==> config.mk <==
export PLATFORM = sky130hd
export DESIGN_NAME = acq_trigger
export DESIGN_NICKNAME = d
export VERILOG_FILES = /design/src/rtl/acq_trigger_pkg.sv /design/src/rtl/trig_level_cmp.sv /design/src/rtl/trig_ext_sync.sv /design/src/rtl/trig_auto_timer.sv /design/src/rtl/trig_out_stretch.sv /design/src/rtl/acq_trigger.sv
export SDC_FILE = /design/constraint.sdc
export NUM_CORES = 1
export LEC_CHECK = 0
export ABC_CLOCK_PERIOD_IN_PS = 8400
export BUFFER_PORTS_ARGS = -buffer_cell sky130_fd_sc_hd__buf_2
export CAP_MARGIN = 15
export CORE_UTILIZATION = 50
export CTS_BUF_LIST = sky130_fd_sc_hd__clkbuf_2
export CTS_CLUSTER_SIZE = 24
export DETAILED_ROUTE_END_ITERATION = 8
export MAX_ROUTING_LAYER = met4
export PLACE_DENSITY = 0.7
export SLEW_MARGIN = 20
export SYNTH_ARGS = -nofsm -noshare
export SYNTH_HDL_FRONTEND = slang
export SYNTH_SLANG_ARGS = --single-unit
export TNS_END_PERCENT = 50
==> constraint.sdc <==
create_clock -name clk -period 8.4 [get_ports clk]
set_clock_uncertainty 0.05 [all_clocks]
set_input_delay 0.84 -clock clk [delete_from_list [all_inputs] [get_ports clk]]
set_output_delay 0.84 -clock clk [all_outputs]
set_load 0.02 [all_outputs]
==> src/rtl/acq_trigger_pkg.sv <==
package acq_trigger_pkg;

    localparam int SAMPLE_W   = 6;
    localparam int SEL_W      = 3;
    localparam int NUM_LEVELS = 5;
    localparam int LEVEL_BASE = 8;
    localparam int LEVEL_STEP = 12;

    typedef enum logic [2:0] {
        TM_AUTO     = 3'd0,
        TM_INT_RISE = 3'd1,
        TM_INT_FALL = 3'd2,
        TM_EXT_RISE = 3'd3,
        TM_EXT_FALL = 3'd4
    } trig_mode_e;

    typedef struct packed {
        logic [SAMPLE_W:0] lo;
        logic [SAMPLE_W:0] hi;
    } thresh_t;

    typedef struct packed {
        logic use_level;
        logic use_ext;
        logic use_timer;
        logic falling;
    } src_sel_t;

    function automatic logic [SAMPLE_W-1:0] level_code(input logic [SEL_W-1:0] sel);
        int idx;
        idx = (int'(sel) > NUM_LEVELS - 1) ? NUM_LEVELS - 1 : int'(sel);
        return SAMPLE_W'(LEVEL_BASE + LEVEL_STEP * idx);
    endfunction

    function automatic thresh_t make_thresh(input logic [SEL_W-1:0] sel, input int hyst);
        thresh_t t;
        logic [SAMPLE_W:0] c;
        c    = {1'b0, level_code(sel)};
        t.lo = c - (SAMPLE_W+1)'(hyst);
        t.hi = c + (SAMPLE_W+1)'(hyst);
        return t;
    endfunction

    function automatic src_sel_t decode_mode(input trig_mode_e m, input logic legal);
        src_sel_t s;
        s = '0;
        if (legal) begin
            case (m)
                TM_AUTO:     begin s.use_level = 1'b1; s.use_timer = 1'b1; end
                TM_INT_RISE: s.use_level = 1'b1;
                TM_INT_FALL: begin s.use_level = 1'b1; s.falling = 1'b1; end
                TM_EXT_RISE: s.use_ext = 1'b1;
                TM_EXT_FALL: begin s.use_ext = 1'b1; s.falling = 1'b1; end
                default:     s = '0;
            endcase
        end
        return s;
    endfunction

endpackage

==> src/rtl/trig_level_cmp.sv <==
module trig_level_cmp
    import acq_trigger_pkg::*;
#(
    parameter int HYST = 2
) (
    input  logic                clk,
    input  logic                rst,
    input  logic                arm,
    input  logic                armed,
    input  logic                falling,
    input  logic [SEL_W-1:0]    level_sel,
    input  logic [SAMPLE_W-1:0] sample,
    input  logic                sample_vld,
    output logic                hit
);
    thresh_t           th;
    logic [SAMPLE_W:0] s_ext;
    logic              at_low;
    logic              at_high;
    logic              prime_cond;
    logic              cross_cond;
    logic              primed;
    logic              active;

    assign th         = make_thresh(level_sel, HYST);
    assign s_ext      = {1'b0, sample};
    assign at_low     = (s_ext <= th.lo);
    assign at_high    = (s_ext >= th.hi);
    assign prime_cond = falling ? at_high : at_low;
    assign cross_cond = falling ? at_low  : at_high;
    assign active     = armed && sample_vld && !arm;
    assign hit        = active && primed && cross_cond;

    always_ff @(posedge clk) begin
        if (rst || arm) begin
            primed <= 1'b0;
        end else if (active) begin
            if (primed && cross_cond) begin
                primed <= 1'b0;
            end else if (prime_cond) begin
                primed <= 1'b1;
            end
        end
    end
endmodule

==> src/rtl/trig_ext_sync.sv <==
module trig_ext_sync #(
    parameter int SYNC_STAGES = 2
) (
    input  logic clk,
    input  logic rst,
    input  logic ext_in,
    input  logic falling,
    output logic edge_det
);
    logic [SYNC_STAGES-1:0] sync_q;
    logic                   prev_q;
    logic                   cur;

    assign cur = sync_q[SYNC_STAGES-1];

    generate
        if (SYNC_STAGES == 1) begin : g_single
            always_ff @(posedge clk) begin
                if (rst) sync_q <= '0;
                else     sync_q <= ext_in;
            end
        end else begin : g_chain
            always_ff @(posedge clk) begin
                if (rst) sync_q <= '0;
                else     sync_q <= {sync_q[SYNC_STAGES-2:0], ext_in};
            end
        end
    endgenerate

    always_ff @(posedge clk) begin
        if (rst) prev_q <= 1'b0;
        else     prev_q <= cur;
    end

    assign edge_det = falling ? (prev_q && !cur) : (!prev_q && cur);
endmodule

==> src/rtl/trig_auto_timer.sv <==
module trig_auto_timer #(
    parameter int AUTO_TIMEOUT = 65536
) (
    input  logic clk,
    input  logic rst,
    input  logic arm,
    input  logic armed,
    output logic expire
);
    localparam int            CW   = $clog2(AUTO_TIMEOUT + 1);
    localparam logic [CW-1:0] LAST = CW'(AUTO_TIMEOUT - 1);

    logic [CW-1:0] cnt_q;

    assign expire = armed && !arm && (cnt_q == LAST);

    always_ff @(posedge clk) begin
        if (rst || arm) begin
            cnt_q <= '0;
        end else if (armed && (cnt_q != LAST)) begin
            cnt_q <= cnt_q + 1'b1;
        end
    end
endmodule

==> src/rtl/trig_out_stretch.sv <==
module trig_out_stretch #(
    parameter int STRETCH = 4
) (
    input  logic clk,
    input  logic rst,
    input  logic fire,
    output logic out
);
    localparam int            SW   = $clog2(STRETCH + 1);
    localparam logic [SW-1:0] LOAD = SW'(STRETCH);

    logic [SW-1:0] cnt_q;

    always_ff @(posedge clk) begin
        if (rst) begin
            cnt_q <= '0;
        end else if (fire) begin
            cnt_q <= LOAD;
        end else if (cnt_q != '0) begin
            cnt_q <= cnt_q - 1'b1;
        end
    end

    assign out = (cnt_q != '0);
endmodule

==> src/rtl/acq_trigger.sv <==
module acq_trigger
    import acq_trigger_pkg::*;
#(
    parameter int AUTO_TIMEOUT = 65536,
    parameter int STRETCH      = 4,
    parameter int SYNC_STAGES  = 2,
    parameter int HYST         = 2
) (
    input  logic                clk,
    input  logic                rst,
    input  logic                arm,
    input  logic [2:0]          mode,
    input  logic [SEL_W-1:0]    level_sel,
    input  logic [SAMPLE_W-1:0] sample,
    input  logic                sample_vld,
    input  logic                ext_trig_in,
    output logic                trig_pulse,
    output logic                trig_out
);
    trig_mode_e mode_e;
    src_sel_t   src;
    logic       armed_q;
    logic       lvl_hit;
    logic       ext_edge;
    logic       tmo;
    logic       fire;
    logic       pulse_q;

    assign mode_e = trig_mode_e'(mode);
    assign src    = decode_mode(mode_e, mode <= 3'd4);

    trig_level_cmp #(.HYST(HYST)) u_level (
        .clk        (clk),
        .rst        (rst),
        .arm        (arm),
        .armed      (armed_q),
        .falling    (src.falling),
        .level_sel  (level_sel),
        .sample     (sample),
        .sample_vld (sample_vld),
        .hit        (lvl_hit)
    );

    trig_ext_sync #(.SYNC_STAGES(SYNC_STAGES)) u_ext (
        .clk      (clk),
        .rst      (rst),
        .ext_in   (ext_trig_in),
        .falling  (src.falling),
        .edge_det (ext_edge)
    );

    trig_auto_timer #(.AUTO_TIMEOUT(AUTO_TIMEOUT)) u_timer (
        .clk    (clk),
        .rst    (rst),
        .arm    (arm),
        .armed  (armed_q),
        .expire (tmo)
    );

    assign fire = armed_q && !arm &&
                  ((src.use_level && lvl_hit) ||
                   (src.use_ext   && ext_edge) ||
                   (src.use_timer && tmo));

    always_ff @(posedge clk) begin
        if (rst) begin
            armed_q <= 1'b0;
            pulse_q <= 1'b0;
        end else begin
            pulse_q <= fire;
            if (arm)       armed_q <= 1'b1;
            else if (fire) armed_q <= 1'b0;
        end
    end

    trig_out_stretch #(.STRETCH(STRETCH)) u_stretch (
        .clk  (clk),
        .rst  (rst),
        .fire (fire),
        .out  (trig_out)
    );

    assign trig_pulse = pulse_q;
endmodule

# --- After elaboration in Yosys (flattened, before gate mapping) ---
# Index checks and enable logic that the tools add are counted.
word_totals:
  regBits: 26
  input_bits: 17
  out_inout_bits: 2
  word_cells: 69
classes:
  n_addsub: 5
  n_mul: 1
  magnitude_cmp: 4
  eq_ne: 6
  n_mux: 15
  n_reduce_logical: 30
ops:
  columns: ["operator", "count"]
  rows:
  - ["3-bit by 32-bit multiplier with 4-bit output (first input constant)", 1]
  - ["17-bit by 1-bit adder with 17-bit output (second input constant)", 1]
  - ["17-bit by 16-bit equality test with 1-bit output (second input constant)", 1]
  - ["17-bit by 16-bit != test with 1-bit output (second input constant)", 1]
  - ["1-bit logical AND", 14]
  - ["1-bit two-way mux", 11]
  - ["3-bit two-way mux", 3]
  - ["6-bit by 2-bit adder with 7-bit output (second input constant)", 1]
  - ["6-bit by 7-bit greater-or-equal comparator with 1-bit output", 1]
  - ["6-bit by 7-bit <= comparator with 1-bit output", 1]
  - ["6-bit by 2-bit subtractor with 7-bit output (second input constant)", 1]
  - ["5-bit by 6-bit adder with 6-bit output (first input constant)", 1]
  - ["3-bit by 2-bit equality test with 1-bit output (second input constant)", 2]
  - ["2-bit nonzero test", 3]
  - ["2-bit OR reduction", 3]
  - ["4-bit two-way mux", 1]
  - ["3-bit by 1-bit equality test with 1-bit output (second input constant)", 1]
  - ["3-bit equality test (second input constant)", 1]
  - ["3-bit greater-than comparator (second input constant)", 1]
  - ["3-bit <= comparator (second input constant)", 1]
  - ["1-bit logical NOT", 3]
  - ["3-bit logical NOT", 1]
  - ["1-bit logical OR", 3]
  - ["3-bit nonzero test", 1]
  - ["3 further kinds", 3]

# --- Depth between registers and ports, before layout ---
# Gate-level depths: netlist of the first run.
depth:
  depth_word: 14
  ltp_mapped: 13

# --- Hierarchy ---
# Synthesis of the first run repeated with hierarchy kept, for this count alone.
hier_totals:
  cells_unflattened: 195
  hier_area_um2: 1669.1
modules_own_cells:
  columns: ["mod", "n_inst", "cells_each", "area_per_inst_um2", "seq_area_each_um2"]
  rows:
  - ["trig_auto_timer", 1, 97, 819.5, 340.3]
  - ["trig_level_cmp", 1, 53, 435.4, 20.0]
  - ["trig_out_stretch", 1, 18, 170.2, 60.1]
  - ["acq_trigger", 1, 18, 142.6, 40.0]
  - ["trig_ext_sync", 1, 9, 101.3, 60.1]

# --- Worst setup path before layout of the first run ---
# Ideal clock, no wire load.
synth_timing:
  kind: "input port to flip-flop"
  start: "input port level_sel[2]"
  end: "register u_level.primed"
  arrival_ns: 3.189
  setup_slack_ns: 5.030
  path_stages: 13
  n_path_buf: 0
  path_cell_list: "nand2b_1 ha_1 inv_1 ha_1 ha_1 xnor2_1 ha_1 o21ai_0 a21oi_1 o22ai_1 or3_1 a41oi_1 a211oi_1"
synth_via:
  elab_chain_len: 10
  word_cells_on_any_way: 14
synth_lines:
  columns: ["element", "line_no", "source"]
  rows:
  - ["start, declared", "acq_trigger.sv:13", "input logic [SEL_W-1:0] level_sel,"]
  - ["3-bit greater-than comparator", "acq_trigger_pkg.sv:31", "idx = (int'(sel) > NUM_LEVELS - 1) ? NUM_LEVELS - 1 : int'(sel);"]
  - ["3-bit two-way mux (*)", "acq_trigger_pkg.sv:31", null]
  - ["3-bit by 32-bit multiplier with 4-bit output (*)", "acq_trigger_pkg.sv:32", "return SAMPLE_W'(LEVEL_BASE + LEVEL_STEP * idx);"]
  - ["5-bit by 6-bit adder with 6-bit output (*)", "acq_trigger_pkg.sv:32", null]
  - ["6-bit by 2-bit adder with 7-bit output or 6-bit by 2-bit subtractor with 7-bit output (tied branches)", "acq_trigger_pkg.sv:40, acq_trigger_pkg.sv:39", null]
  - ["6-bit by 7-bit greater-or-equal comparator with 1-bit output or 6-bit by 7-bit <= comparator with 1-bit output (tied branches)", "trig_level_cmp.sv:28, trig_level_cmp.sv:27", null]
  - ["1-bit two-way mux", "trig_level_cmp.sv:30", "assign cross_cond = falling ? at_low : at_high;"]
  - ["1-bit logical AND", "trig_level_cmp.sv:38", "if (primed && cross_cond) begin"]
  - ["2-bit nonzero test (no line)", null, null]
  - ["2-bit AND reduction (no line)", null, null]
  - ["end signal, assigned", "trig_level_cmp.sv:36", "primed <= 1'b0;"]
  - ["end signal, assigned", "trig_level_cmp.sv:39", "primed <= 1'b0;"]
  - ["end signal, assigned", "trig_level_cmp.sv:41", "primed <= 1'b1;"]
  - ["end, declared", "trig_level_cmp.sv:22", "logic primed;"]
# Every way passes the cells marked *; elsewhere a longest branch is shown, timed or not.
# A chain may end at the register's enable or synchronous reset.

# --- Worst setup path after layout of the first run ---
layout_timing:
  start: "input port level_sel[2]"
  end: "register u_stretch.cnt_q[2]"
layout_via:
  elab_chain_len: 13
  word_cells_on_any_way: 16
layout_lines:
  columns: ["element", "line_no", "source"]
  rows:
  - ["3-bit greater-than comparator", "acq_trigger_pkg.sv:31", null]
  - ["3-bit two-way mux (*)", "acq_trigger_pkg.sv:31", null]
  - ["3-bit by 32-bit multiplier with 4-bit output (*)", "acq_trigger_pkg.sv:32", null]
  - ["5-bit by 6-bit adder with 6-bit output (*)", "acq_trigger_pkg.sv:32", null]
  - ["6-bit by 2-bit adder with 7-bit output or 6-bit by 2-bit subtractor with 7-bit output (tied branches)", "acq_trigger_pkg.sv:40, acq_trigger_pkg.sv:39", null]
  - ["6-bit by 7-bit greater-or-equal comparator with 1-bit output or 6-bit by 7-bit <= comparator with 1-bit output (tied branches)", "trig_level_cmp.sv:28, trig_level_cmp.sv:27", null]
  - ["1-bit two-way mux (*)", "trig_level_cmp.sv:30", null]
  - ["1-bit logical AND (*)", "trig_level_cmp.sv:32", "assign hit = active && primed && cross_cond;"]
  - ["1-bit logical AND (*)", "acq_trigger.sv:61", "((src.use_level && lvl_hit) ||"]
  - ["1-bit logical OR (*)", "acq_trigger.sv:61", null]
  - ["1-bit logical OR (*)", "acq_trigger.sv:62", "(src.use_ext && ext_edge) ||"]
  - ["1-bit logical AND (*)", "acq_trigger.sv:60", "assign fire = armed_q && !arm &&"]
  - ["3-bit two-way mux or 2-bit nonzero test (tied branches)", null, null]
  - ["end signal, assigned", "trig_out_stretch.sv:20", "cnt_q <= cnt_q - 1'b1;"]
  - ["end, declared", "trig_out_stretch.sv:12", "logic [SW-1:0] cnt_q;"]
# Marked as above.

==> results.md, run 1 <==
Synthesis:
- The number of flops mapped to enable cells by yosys is 0.
- The number of synthesized register bits is 26.
- sky130_fd_sc_hd__dfxtp_1 is the most common cell in the netlist.
- The synthesized design devotes to its leading area cell type 32.6% of total area.
- Synthesis produced a netlist whose cell count is 180.
- In the synthesized netlist the async set-or-reset flop fraction comes to 0%.
- The number of nets in the synthesized netlist is 215.
- The number of warnings printed during yosys synthesis is 0.
- The synthesized netlist occupies a cell area of 1600 µm².
- The number of distinct library cells after synthesis is 41.
- In the post-synthesis netlist, the biggest area contributors are sky130_fd_sc_hd__dfxtp_1 33%, sky130_fd_sc_hd__ha_1 14%, sky130_fd_sc_hd__xor2_1 6.0%.
- The most used flip-flop cell after synthesis is sky130_fd_sc_hd__dfxtp_1.
- The commonest cells after synthesis are 26 x sky130_fd_sc_hd__dfxtp_1, 22 x sky130_fd_sc_hd__nor2_1, 18 x sky130_fd_sc_hd__ha_1.
- Dividing the synthesized area by the synthesized cell count gives 8.87 µm².
- The sequential cell area fraction in the yosys report is 32.6%.
- The cell type with the largest total area after synthesis is sky130_fd_sc_hd__dfxtp_1.

Global route:
- Entering global routing, the biggest net connects 19 pins.
- The global-route wire length before repair is 4600 µm.
- The global-route met1 utilization is 20.4%.
- The number of global-route vias before repair is 1154.
- The initial antenna violation count is 0.
- Global routing used 31.4% of the available met2 tracks.
- Global routing used 17.7% of the available tracks.
- The layer flagged by global routing as most heavily used is met2.
- The global routing usage on met3 is 4.18%.
- Global routing finished with a remaining overflow of 0.

Clock tree:
- The master cell of the clock root buffer is sky130_fd_sc_hd__clkbuf_2.
- The count of H-tree levels built during CTS is 1.
- After clock tree synthesis, the setup repair step added 0 buffers.
- Clock-pin slew was measured on the worst setup and hold paths at 0.25 ns.
- The number of buffers added by the clock tree synthesis step is 3.
- TritonCTS built the clock tree.
- The count of instances resized after the clock tree is built is 0.
- Clock latency on the worst-skew pair, taken at its later pin, is 0.35 ns.
- For this design, the CTS-stage hold fixing added 0 buffers.
- The longest clock path from root to sink contains 2 buffers.
- Counting every sink on the clock net gives 26.

Routing:
- The routed design has 2710 µm of wire.
- The count of TritonRoute iterations in the first routing pass is 4.
- The routed via count divided by cell count is 5.18.
- For this block, the via count after detailed routing is 1253.
- The remaining routing DRC violations is 0.
- The number of nets still failing antenna checks after routing is 0.
- In the final routed layout, each cell accounts on average for 11.2 µm.
- The DRC marker count from the first detailed-route iteration is 40.

Layout:
- Of the cells placed in the final design, the portion with a size suffix greater than 1 is 15.7%.
- The layout filler cell count is 281.
- Relative to the synthesized area, the layout overhead comes to 10.9%.
- Once layout is done, the placed cells without fillers occupy 1770 µm².
- The net count reported at finish is 234.
- The antenna cell count is 0.
- The final core utilization is 58.0%.

Critical path:
- The delay contributed by the slowest stage of the critical path is 0.32 ns.
- The critical path buffer and inverter count is 2.
- The kind of start point of the critical path is an input pin.
- The kind of cell with the highest combined delay along the critical path is adder cells.
- Traced cell by cell, the critical path runs through buf_2 > nand2b_1 > ha_1 > inv_1 > ha_1 > ha_1 > nand3_1 > xnor2_1 > ha_1 > or2_2 > o22ai_1 > o21ai_1 > o311a_1 > nor3_2.
- The most used cell along the critical path is sky130_fd_sc_hd__ha_1.
- STA puts the critical path data required time at 8.66 ns.
- Along the worst path, the maximum fanout reaches 3.
- STA classifies the critical path endpoint as a register.
- Data on the critical path arrives at its endpoint at 3.54 ns.
- The category of the most critical setup path is in -> reg.
- The cell with the largest stage delay on the worst path is sky130_fd_sc_hd__o311a_1.

Floorplanning:
- In this run the horizontal extent of the chip is 58.5 µm.
- The initial utilization of the core area, before any placement, comes to 52.3%.
- The overall die height is 58.5 µm.
- The number of top-level design ports is 19.
- The site row count is 20.
- The total die area is 3420 µm².
- The core footprint is 3050 µm².

Power:
- Across the VDD grid, the largest voltage drop is 0.128 mV.
- The standby leakage power is 0.733 nW.
- In this run the power density over the cells is 159 nW/µm².

STA:
- Setup slack closes at 5.12 ns.
- The shortest clock period the worst path allows after layout is 3.28 ns.
- The share of the clock period used by the worst path is 39.0%.
- The number of pins exceeding their max-slew limit in the final report is 0.
- The total count of hold-check failures in the final report is 0.
- The achievable frequency is 0.305 GHz.
- At the pin with the least slew margin, the transition time is 0.643 ns.
- The setup TNS is 0 ns.
- Setup repair after global routing left no endpoint under its margin.
- Final hold analysis gives a worst-case slack of 0.421 ns.
- Setup violations remaining at the end of the flow were counted as 0.
- Headroom to the max-slew limit came out at 57.0%.

Flow run:
- The tool flagged a number of max-cap violations equal to 0.

Place:
- The placed instances occupy a cell area of 1730 µm².
- The number of I/O port buffers is 18.
- Detailed placement ended at an HPWL of 2160 µm.
- The post-place setup slack is 4.73 ns.
- The congestion estimate from routability-driven global placement came to 0.849.

Worst hold path:
- The path category of the worst min-delay check is reg -> reg.

Run status:
- The run finished with clean final reports.
[path summary, 6_finish.rpt]
kind                                 startpoint                         endpoint  slack (ns)  depth (start not counted)
hold / removal       u_ext.sync_q[0]$_SDFF_PP0_       u_ext.sync_q[1]$_SDFF_PP0_        0.42                          1
setup reg to reg  u_timer.cnt_q[8]$_SDFFE_PP0P_   u_timer.cnt_q[13]$_SDFFE_PP0P_        5.62                         10
hold reg to reg      u_ext.sync_q[0]$_SDFF_PP0_       u_ext.sync_q[1]$_SDFF_PP0_        0.42                          1
setup / recovery                   level_sel[2]  u_stretch.cnt_q[2]$_SDFFE_PP0P_        5.12                         14
[sequential cells by signal, indices dropped and copies added, names as in the netlist]
signal and count:
u_ext.sync_q 2, trig_pulse 1, u_level.primed 1, armed_q 1, u_timer.cnt_q 17, u_ext.prev_q 1, u_stretch.cnt_q 3
[where the power goes]
part / total (W) / internal [W] / switching (W)
clock network: 0.0000777 / 0.0000410 / 0.0000367
registers: 0.000131 / 0.000128 / 0.00000252
logic: 0.0000725 / 0.0000319 / 0.0000406
[stage by stage]
step,total power (W),cells
floorplan,0.000189,180
global placement,0.000203,238
detailed placement,0.000206,238
CTS,0.000285,242
global route,0.000300,242
finish,0.000281,242
[layer usage]
layer	wire (µm)	part of all wire, %
met5	0	0
met4	15	0.55
met3	96	3.5
met2	1320	49
met1	1280	47
[layout by cell type (no fill, tap or decap), drive strengths merged, types with 6 or more instances in the layout]
cell type and count:
a211oi 6, a21oi 6, buf 18, dfxtp 26
ha 18, inv 15, nand2 8, nand3 6
nor2 24, xnor2 9, xor2 11
[logic make-up after synthesis]
logic type	Yosys count	synth area share [%]
compound gates	26	11.4
xor+xnor	20	11.4
fa+ha+maj	19	14.8
buf+inv	19	4.54
flops	26	32.6
mux	2	1.25
simple gates	68	24.0
[layout make-up]
class | count | area (µm²) | share of cell area, %
Tap cell | 44 | 55.1 | 3.11
Clock inverter | 1 | 30.0 | 1.70
Inverter | 15 | 56.3 | 3.18
Timing Repair Buffer | 18 | 90.1 | 5.09
Multi-Input combinational cell | 135 | 1000 | 56.7
Clock buffer | 3 | 15.0 | 0.848
Sequential cell | 26 | 520 | 29.4
No activity file was read; power rests on OpenSTA's default activity.
==> run 2: changes to the inputs <==
--- a/config.mk
+++ b/config.mk
@@ -5,7 +5,7 @@
 export SDC_FILE = /design/constraint.sdc
 export NUM_CORES = 1
 export LEC_CHECK = 0
-export ABC_CLOCK_PERIOD_IN_PS = 8400
+export ABC_CLOCK_PERIOD_IN_PS = 2950
 export BUFFER_PORTS_ARGS = -buffer_cell sky130_fd_sc_hd__buf_2
 export CAP_MARGIN = 15
 export CORE_UTILIZATION = 50
@@ -13,7 +13,7 @@
 export CTS_CLUSTER_SIZE = 24
 export DETAILED_ROUTE_END_ITERATION = 8
 export MAX_ROUTING_LAYER = met4
-export PLACE_DENSITY = 0.7
+export PLACE_DENSITY = 0.73
 export SLEW_MARGIN = 20
 export SYNTH_ARGS = -nofsm -noshare
 export SYNTH_HDL_FRONTEND = slang
==> constraint.sdc (replaced) <==
create_clock -name clk -period 2.95 [get_ports clk]
set_clock_uncertainty 0.05 [all_clocks]
set_input_delay 0.295 -clock clk [delete_from_list [all_inputs] [get_ports clk]]
set_output_delay 0.295 -clock clk [all_outputs]
set_load 0.02 [all_outputs]
==> results.md, run 2 (same netlist as run 1, synthesis figures left out) <==
Global route:
- The total global routing track utilization was 18.5% (+0.83 points).
- The number of global-route vias before repair came to 1218 (+5.5%).
- The aggregate global routing overflow is 0 (unchanged).
- The global-route wire length before repair is 4890 µm (+6.3%).
- The pin count of the biggest net entering global routing is 19 (unchanged).
- The initial antenna violation count is 0 (unchanged).

Layout:
- In the final layout, the registers with the most flip-flops are u_timer.cnt_q: 17 flops, u_stretch.cnt_q: 3 flops, u_ext.sync_q: 2 flops.
- The leading cell type in the layout, fill and taps excluded is sky130_fd_sc_hd__dfxtp_1.
- The layout filler cell count is 299 (+6.4%).
- The top register by number of flip-flops is u_timer.cnt_q.
- The antenna cell count is 0 (unchanged).
- The area added between synthesis and finish is 11.8%.
- The final core utilization is 58.4% (+0.45 points).
- The net count reported at finish is 239 (+2.1%).
- The post-layout instance count excluding filler cells came to 247 (+2.1%).
- The flip-flop count of the largest register after layout is 17 (unchanged).
- In the layout the commonest cells are 26 x sky130_fd_sc_hd__dfxtp_1, 22 x sky130_fd_sc_hd__nor2_1, 18 x sky130_fd_sc_hd__ha_1, 18 x sky130_fd_sc_hd__buf_2, 15 x sky130_fd_sc_hd__inv_1.
- The ratio of cells with drive above 1 in the final layout is 17.7% (+2.1 points).

Clock tree:
- TritonCTS built the clock tree.
- The master cell of the clock root buffer is sky130_fd_sc_hd__clkbuf_2.
- The count of H-tree levels built during CTS is 1 (unchanged).
- The clock transition at the register clock pins on the worst setup and hold paths after CTS is 0.23 ns (-0.02 ns).
- The hold buffer count at cts is 0 (unchanged).
- The maximum count of clock buffers along a single path is 2 (unchanged).
- The clock net sink count was 26 (unchanged).
- The number of buffers added by the clock tree synthesis step is 3 (unchanged).
- The clock insertion delay at the later pin of the skew report came to 0.33 ns (-0.02 ns).

STA:
- The shortest clock period the worst path allows after layout is 2.77 ns.
- The slew at the pin closest to its max-slew limit is 0.431 ns (-0.212 ns).
- The total count of hold-check failures in the final report is 0 (unchanged).
- Setup repair after global routing left no endpoint under its margin.
- The share of the clock period used by the worst path is 93.8%.
- The setup TNS came to 0 ns (unchanged).
- The final worst-path setup slack is 0.184 ns (-4.94 ns).
- The achievable frequency is 0.361 GHz.
- The headroom to the max-slew limit is 71.1% (+14 points).
- The number of endpoints failing setup at the final stage was 0 (unchanged).
- The number of pins exceeding their max-slew limit in the final report was 0 (unchanged).

Worst hold path:
- The path category of the worst min-delay check is in -> reg.

Floorplanning:
- The effective utilization at floorplan is 52.3% (unchanged).
- The total die area is 3420 µm² (unchanged).
- The site row count was 20 (unchanged).
- The die outline width came to 58.5 µm (unchanged).
- The core footprint is 3050 µm² (unchanged).
- The number of top-level design ports is 19 (unchanged).
- The overall die height was 58.5 µm (unchanged).

Routing:
- The routed wire length is 2790 µm (+2.8%).
- The number of nets still failing antenna checks after routing is 0 (unchanged).
- The vias after detailed routing came to 1282 (+2.3%).
- The count of TritonRoute iterations in the first routing pass is 4 (unchanged).
- The remaining routing DRC violations is 0 (unchanged).
- The DRC marker count from the first detailed-route iteration is 78 (+95%).
- The post-detailed-route wirelength per cell came to 11.3 µm (+0.76%).
- The routed via count divided by cell count is 5.19 (+0.24%).

Critical path:
- The required time of the critical path was 3.14 ns (-5.52 ns).
- The worst path arrival time was 2.96 ns (-0.58 ns).
- The largest driver fanout on the critical path came to 3 (unchanged).
- The worst setup path is launched from an input pin.
- The worst setup path is captured at a register.
- The category of the most critical setup path is in -> reg.

Power:
- The standby leakage power came to 0.746 nW (+1.7%).
- The worst ir drop on vdd is 0.144 mV (+13%).
- The power density of the placed cells came to 401 nW/µm² (+150%).
- The sum of internal, switching and leakage power is 0.000716 W (+150%).

Run status:
- The run finished with clean final reports.

Place:
- The post-DP HPWL is 2300 µm (+6.7%).
- The number of I/O port buffers came to 18 (unchanged).
- The routability congestion estimate from global placement is 0.798 (-6.0%).
- The number of cells in the design after placement was 243 (+2.1%).
- The post-place setup slack is -0.187 ns (-4.92 ns).

Flow run:
- The number of max-cap violations is 0 (unchanged).
==> run 2: changes by cell type in the layout (fill, tap and decap cells not counted), sizes merged <==
cell	previous run	this run
buf	18	23
bufinv	1	0
clkinv	0	1
==> run 2: timing repair <==
item,CTS,global route
setup endpoints to repair,0,1
buffers inserted,0,0
resized for setup,0,1
==> run 2: worst paths after layout <==
path | startpoint | to | slack (ns) | cells after the start
setup / recovery | level_sel[2] | u_level.primed$_SDFFE_PP0P_ | 0.18 | 14
hold / removal | ext_trig_in | u_ext.sync_q[0]$_SDFF_PP0_ | 0.11 | 2
setup reg to reg | u_timer.cnt_q[8]$_SDFFE_PP0P_ | u_timer.cnt_q[10]$_SDFFE_PP0P_ | 0.43 | 10
hold reg to reg | u_ext.sync_q[0]$_SDFF_PP0_ | u_ext.sync_q[1]$_SDFF_PP0_ | 0.42 | 1
==> run 2: critical path, stage by stage <==
cell and delay, ns:
sky130_fd_sc_hd__buf_2 0.11, sky130_fd_sc_hd__nand2b_1 0.17, sky130_fd_sc_hd__ha_1 0.30, sky130_fd_sc_hd__inv_1 0.04, sky130_fd_sc_hd__ha_1 0.31, sky130_fd_sc_hd__ha_1 0.31
sky130_fd_sc_hd__xnor2_1 0.14, sky130_fd_sc_hd__ha_1 0.29, sky130_fd_sc_hd__o21ai_0 0.09, sky130_fd_sc_hd__a21oi_1 0.14, sky130_fd_sc_hd__o22ai_1 0.13, sky130_fd_sc_hd__or3_1 0.35
sky130_fd_sc_hd__a41oi_1 0.21, sky130_fd_sc_hd__a211oi_1 0.07
==> run 2: area by class of cell <==
cell class | count | area (µm²) | area share (%)
Tap cell | 44 | 55.1 | 3.09
Clock inverter | 1 | 3.75 | 0.210
Multi-Input combinational cell | 135 | 1010 | 56.4
Sequential cell | 26 | 520 | 29.2
Clock buffer | 3 | 15.0 | 0.842
Timing Repair Buffer | 23 | 128 | 7.15
Inverter | 15 | 56.3 | 3.16
==> run 2: per-layer routing <==
metal  routed length (µm)  global-route usage [%]  share of wire (%)
met5                    0                       -                  0
met4                   23                    5.10               0.82
met2                 1460                    34.5                 52
met1                 1250                    21.4                 45
met3                   58                    1.32                2.1
==> run 2: per-stage QoR <==
stage	hold slack (ns)	cell area (µm²)
2_1_floorplan	0.314	1600
3_3_place_gp	0.373	1760
3_5_place_dp	0.392	1760
4_1_cts	0.0983	1780
5_1_grt	0.0920	1780
6_report	0.107	1780
==> run 2: power by group <==
group,switching (W),total [W],internal [W]
logic,0.000120,0.000217,0.0000970
registers,0.00000765,0.000373,0.000365
clock network,0.0000971,0.000127,0.0000295
total,0.000225,0.000716,0.000492
